<file path="src/rtl/pairmul_pkg.sv">
package pairmul_pkg;
  // bit-pair code -> multiple of the multiplicand
  typedef enum logic [1:0] {
    SEL_ZERO  = 2'b00,
    SEL_ONE   = 2'b01,
    SEL_TWO   = 2'b10,
    SEL_THREE = 2'b11
  } pair_sel_e;

  localparam int unsigned PAIR_W = 2;
endpackage

</file>
<file path="src/rtl/pairmul_ppgen.sv">
module pairmul_ppgen
  import pairmul_pkg::*;
#(
  parameter int unsigned OP_W   = 12,
  parameter int unsigned N_GRP  = 6,
  parameter int unsigned PROD_W = 24,
  localparam int unsigned MP_W  = PAIR_W * N_GRP
) (
  input  logic [OP_W-1:0]                 mcand_i,
  input  logic [MP_W-1:0]                 mplier_i,
  output logic [N_GRP-1:0][PROD_W-1:0]    pp_o
);

  logic [PROD_W-1:0] mul1, mul2, mul3;

  assign mul1 = PROD_W'(mcand_i);
  assign mul2 = mul1 << 1;
  assign mul3 = mul1 + mul2;

  for (genvar g = 0; g < N_GRP; g++) begin : g_grp
    pair_sel_e         sel;
    logic [PROD_W-1:0] mult;

    assign sel = pair_sel_e'(mplier_i[PAIR_W*g +: PAIR_W]);

    always_comb begin
      unique case (sel)
        SEL_ZERO:  mult = '0;
        SEL_ONE:   mult = mul1;
        SEL_TWO:   mult = mul2;
        SEL_THREE: mult = mul3;
        default:   mult = '0;
      endcase
    end

    assign pp_o[g] = mult << (PAIR_W * g);
  end

endmodule

</file>
<file path="src/rtl/pairmul_tree_level.sv">
module pairmul_tree_level #(
  parameter int unsigned N_IN  = 6,
  parameter int unsigned W     = 24,
  localparam int unsigned N_OUT = (N_IN + 1) / 2,
  localparam int unsigned N_PAIR = N_IN / 2
) (
  input  logic                         clk_i,
  input  logic                         rst_ni,
  input  logic                         vld_i,
  input  logic [N_IN-1:0][W-1:0]       d_i,
  output logic                         vld_o,
  output logic [N_OUT-1:0][W-1:0]      q_o
);

  always_ff @(posedge clk_i or negedge rst_ni) begin
    if (!rst_ni) vld_o <= 1'b0;
    else         vld_o <= vld_i;
  end

  for (genvar j = 0; j < N_PAIR; j++) begin : g_add
    always_ff @(posedge clk_i or negedge rst_ni) begin
      if (!rst_ni)    q_o[j] <= '0;
      else if (vld_i) q_o[j] <= d_i[2*j] + d_i[2*j+1];
    end
  end

  // odd count: last term passes through one stage
  if (N_IN % 2 == 1) begin : g_odd
    always_ff @(posedge clk_i or negedge rst_ni) begin
      if (!rst_ni)    q_o[N_OUT-1] <= '0;
      else if (vld_i) q_o[N_OUT-1] <= d_i[N_IN-1];
    end
  end

endmodule

</file>
<file path="src/rtl/pairmul_top.sv">
module pairmul_top
  import pairmul_pkg::*;
#(
  parameter int unsigned OP_W = 12  // 9..16: tree depth fixed at three levels
) (
  input  logic                clk_i,
  input  logic                rst_ni,
  input  logic                valid_i,
  input  logic [OP_W-1:0]     a_i,
  input  logic [OP_W-1:0]     b_i,
  output logic                valid_o,
  output logic [2*OP_W-1:0]   product_o
);

  localparam int unsigned N_GRP  = (OP_W + 1) / 2;
  localparam int unsigned MP_W   = PAIR_W * N_GRP;
  localparam int unsigned PROD_W = 2 * OP_W;
  localparam int unsigned N_L1   = (N_GRP + 1) / 2;
  localparam int unsigned N_L2   = (N_L1 + 1) / 2;
  localparam int unsigned N_L3   = (N_L2 + 1) / 2;

  // stage 1: operand capture
  logic [OP_W-1:0] a_q;
  logic [MP_W-1:0] b_q;
  logic            v_q;

  always_ff @(posedge clk_i or negedge rst_ni) begin
    if (!rst_ni) begin
      a_q <= '0;
      b_q <= '0;
      v_q <= 1'b0;
    end else begin
      v_q <= valid_i;
      if (valid_i) begin
        a_q <= a_i;
        b_q <= MP_W'(b_i);
      end
    end
  end

  logic [N_GRP-1:0][PROD_W-1:0] pp;

  pairmul_ppgen #(
    .OP_W   (OP_W),
    .N_GRP  (N_GRP),
    .PROD_W (PROD_W)
  ) ppgen_i (
    .mcand_i  (a_q),
    .mplier_i (b_q),
    .pp_o     (pp)
  );

  // stages 2..4: registered reduction
  logic [N_L1-1:0][PROD_W-1:0] l1_q;
  logic [N_L2-1:0][PROD_W-1:0] l2_q;
  logic [N_L3-1:0][PROD_W-1:0] l3_q;
  logic                        l1_v, l2_v, l3_v;

  pairmul_tree_level #(.N_IN(N_GRP), .W(PROD_W)) lvl1_i (
    .clk_i, .rst_ni, .vld_i(v_q),  .d_i(pp),   .vld_o(l1_v), .q_o(l1_q)
  );

  pairmul_tree_level #(.N_IN(N_L1), .W(PROD_W)) lvl2_i (
    .clk_i, .rst_ni, .vld_i(l1_v), .d_i(l1_q), .vld_o(l2_v), .q_o(l2_q)
  );

  pairmul_tree_level #(.N_IN(N_L2), .W(PROD_W)) lvl3_i (
    .clk_i, .rst_ni, .vld_i(l2_v), .d_i(l2_q), .vld_o(l3_v), .q_o(l3_q)
  );

  // stage 5: output register, holds between results
  always_ff @(posedge clk_i or negedge rst_ni) begin
    if (!rst_ni) begin
      valid_o   <= 1'b0;
      product_o <= '0;
    end else begin
      valid_o <= l3_v;
      if (l3_v) product_o <= l3_q[0];
    end
  end

endmodule

</file>
<file path="config.mk">
export PLATFORM = sky130hd
export DESIGN_NAME = pairmul_top
export DESIGN_NICKNAME = d
export VERILOG_FILES = /design/src/rtl/pairmul_pkg.sv /design/src/rtl/pairmul_ppgen.sv /design/src/rtl/pairmul_tree_level.sv /design/src/rtl/pairmul_top.sv
export SDC_FILE = /design/constraint.sdc
export NUM_CORES = 1
export LEC_CHECK = 0
export CORE_ASPECT_RATIO = 1.75
export CORE_UTILIZATION = 34
export DETAILED_ROUTE_END_ITERATION = 8
export GPL_ROUTABILITY_DRIVEN = 0
export HOLD_SLACK_MARGIN = 0.12
export PLACE_DENSITY_LB_ADDON = 0.08
export SLEW_MARGIN = 15
export SYNTH_ARGS = -nofsm -noshare
export SYNTH_HDL_FRONTEND = slang
export SYNTH_HIERARCHICAL = 1
export SYNTH_SLANG_ARGS = --single-unit
</file>
<file path="constraint.sdc">
create_clock -name clk_i -period 3.5 [get_ports clk_i]
set_input_delay 0.7 -clock clk_i [delete_from_list [all_inputs] [get_ports clk_i]]
set_output_delay 0.7 -clock clk_i [all_outputs]
set_load 0.03 [all_outputs]
</file>
==> key figures <==
Floorplan
  • Starting Density: 34.62%
  • Cell Rows: 104
  • Total core area: 46320 um^2
  • Die Area: 48080 um^2
  • I/O pin count: 52
  • Die Wd: 166.2 um
  • Die H: 289.3 um

Routing
  • Drt first-iter violations: around 630
  • 1st-pass router iterations: 7
  • Vias per Instance: approximately 5.3
  • Routed len/inst: 18.85 um
  • Post-route ant nets: 0
  • DRT Wirelength: 48110 um
  • Total vias in the final route: 13606
  • DRC: 6

CTS
  • Max Root-Sink Buffers: 2
  • Clock latency on the worst-skew pair: ~0.46 ns
  • CTS tree: done
  • Clk root buf: clkbuf_16
  • Clock Sinks: 197
  • CTS buffer count: 17
  • Clk pin slew, worst setup/hold paths: 0.10 ns
  • Post-CTS Hold Buffers: 0
  • Htree depth: 4

STA
  • Post-layout minimum cycle time: 3.611 ns
  • Fmax achieved: 276.9 MHz
  • Setup TNS: -0.7538 ns
  • Setup violators final: 14
  • Max Slew Vio Count: 0
  • Worst-margin pin slew: 0.6748 ns
  • Final setup margin: -0.1110 ns
  • RSZ-0062 raised after global routing: yes
  • Relative slew slack: roughly 55%
  • Tcrit/Tclk final: 103.2%
  • Hold Fails Final Rpt: 0
  • Worst Clk Skew: 0.02870 ns

Placement
  • Worst slack at placement: -0.3710 ns
  • Post-detail-place hpwl: 38460 um
  • PortBufs: just over 50
  • Area after DPL: 18260 um^2

Pwr
  • LEAKAGE: between 8 and 9 nW
  • Switch share: 43.56%
  • Pwr Total: about 16 mW
  • Total net switching power: 6.956 mW
  • Int Power: between 9 and 10 mW
  • Reg power frac: 24.0%
  • Gate power share: 63.3%
  • Pwr dens: approximately 790 nW/um^2
  • Power share of the clock group: 12.7%
  • Max rail drop VDD: 0.3023 mV

Global routing
  • First-pass GRT wire length: ~76000 um
  • Gr usage total: between 20% and 30%
  • Grt total ovfl: 0
  • Initial antenna violation count: 0
  • Number of global-route vias before repair: 14067
  • Largest net degree at the start of global routing: 90

Final layout
  • Post-layout instance area: 20180 um^2
  • Synth-to-Final Area Change: 25.83%
  • Layout cells sized above 1: 30.52%
  • ANT cells: 0
  • Fillers: ~4600
  • Nets: 2116

Synth
  • Compound-Gate Fraction of Synth Area: 20.60%
  • Sequential share of the synthesized area: 30.74%
  • XOR/XNOR share of the synthesized area: 5.352%
  • Main combinational cell family by area after synthesis: compound AO/OA/AOI/OAI gates
  • Number of flops mapped to enable cells by yosys: 0
  • Netlist cell types: 89
  • Main area contributors after synthesis: dfrtp_1, ha_1, mux2_2
  • Post-Syn Area: 16040 um^2
  • Post-synthesis mux area share: about an eighth
  • Primary FF master, synth: dfrtp_1
  • Post-synthesis adder-cell area fraction: a little over a tenth
  • Synth top cells by count: nand2_1, dfrtp_1, ha_1
  • Post-synthesis simple-gate area fraction: 13.68%
  • Top cell type's share of synthesized area: 30.74%
  • Post-synthesis cell type with the largest combined area: dfrtp_1
  • Most frequent cell after synthesis: nand2_1
  • Mapped Cells: 1721
  • Syn avg cell area: between 9 and 10 um^2
  • YS warnings: 6
  • #FFs+latches synth: 197
  • Ys async rst share: 100.0%

Setup path
  • Worst R2R Start: a_q[1]
  • Crit Path Class: reg -> reg
  • Critical R2R Capture: lvl1_i/q_o[39]
  • Worst path required time: 3.83 ns
  • CP Max Fanout: 5
  • Setup crit end kind: flop
  • R2R Setup Slk: -0.11 ns
  • Arrival time at the worst endpoint: 3.94 ns
  • R2R depth: 17
  • CP Launch Point: a_q[1]
  • Worst Setup Start Kind: flop

Run status
  • Violated checks: design-rule violations, negative setup slack
  • Status: finished with violations

Min path
  • HP Class: in -> async

Flow run
  • Max Cap Viol: 0
cell families (layout without fill, tap and decap cells):
family | Yosys count | after routing
DFF | 197 | 197
other | 1 | 60
AOI/OAI and AO/OA | 477 | 477
adders and majority gates | 133 | 133
buffers and inverters | 182 | 371
and+or+nand+nor | 467 | 467
xor gates and xnor gates | 98 | 98
muxes | 166 | 166
repair_timing:
item                                    CTS  global route
buffers inserted                         24            15
pin swaps                                66            63
gates resized for setup                 109            94
endpoints found under the setup margin   28            31
layout by cell type, fill, tap and decap left out, types with 13 or more instances in the layout:
cell	n
mux2_4	42
nor2b_1	15
and3_1	14
ha_4	13
nand4_1	18
a21oi_2	19
a21o_1	47
clkbuf_16	17
o221ai_1	20
nand2_1	201
a31oi_1	21
nor2_1	84
clkdlybuf4s50_1	50
o221ai_2	21
buf_4	219
xnor2_1	59
dfrtp_1	193
inv_1	40
nand3_1	28
xor2_1	32
nor3_1	13
o21ai_0	57
conb_1	60
a21oi_1	98
o31ai_1	14
o21ai_1	16
o211ai_1	13
mux2_2	112
ha_1	112
buf_6	21
state kept, by name, indices dropped and copies added (netlist names):
signal	flops
lvl1_i/q_o	72
lvl2_i/q_o	48
lvl3_i/q_o	24
product_o	24
a_q	12
b_q	12
lvl1_i/vld_o	1
lvl2_i/vld_o	1
lvl3_i/vld_o	1
v_q	1
valid_o	1
worst max-delay path by stage:
stage	to	slack [ns]	depth (start not counted)
floorplan	lvl1_i/q_o[44]	-0.03	15
global placement	lvl1_i/q_o[16]	-0.34	17
global route	lvl1_i/q_o[71]	-0.25	18
CTS	lvl1_i/q_o[43]	-0.13	17
detailed placement	lvl1_i/q_o[69]	-0.37	17
finish	lvl1_i/q_o[39]	-0.11	17
per-layer routing:
metal,part of all wire (%),routed length (um),vias to the layer above,global-route usage (%)
li1,-,-,6667,-
met1,37,17850,6590,20.25
met5,0,0,-,0
met3,1.6,753,113,1.721
met4,5.4,2588,0,12.08
met2,56,26920,236,41.24
critical path, stage by stage, from the launching register on:
cell	delay (ns)
dfrtp_1	0.41
ha_2	0.19
buf_4	0.13
buf_4	0.12
a21o_1	0.19
nand4_1	0.11
and3_4	0.21
buf_4	0.13
xor2_4	0.16
buf_6	0.16
o221ai_1	0.14
ha_1	0.38
and3_4	0.22
buf_4	0.13
a31o_4	0.26
a31oi_2	0.20
xnor2_1	0.09
mux2_2	0.26
through the flow:
stage	hold WS, ns	cells	utilization, %
after floorplan	0.3519	1780	-
after global placement	0.4733	2482	39.41
after detailed placement	0.4778	2482	39.41
after CTS	0.2244	2537	42.22
after global routing	0.2530	2552	43.56
final	0.2145	2552	43.56
final cells by class:
class	instances	area, um^2	share of cell area, %
tap	583	729.5	3.615
clock inverter	13	138.9	0.6882
timing repair buffer	295	2475	12.26
inverter	44	165.2	0.8184
sequential	197	4937	24.47
clock buffer	19	452.9	2.244
multi-input combinational	1401	11280	55.91
power groups by stage:
stage	Sequential (mW)	Combinational (mW)	Clock [mW]
floorplan	3.89	6.15	0
global placement	3.89	9.04	0
detailed placement	3.92	9.08	0
CTS	3.87	9.59	2.10
global route	3.97	11.0	2.17
finish	3.84	10.1	2.02
Power figures use the tool's default switching activity.
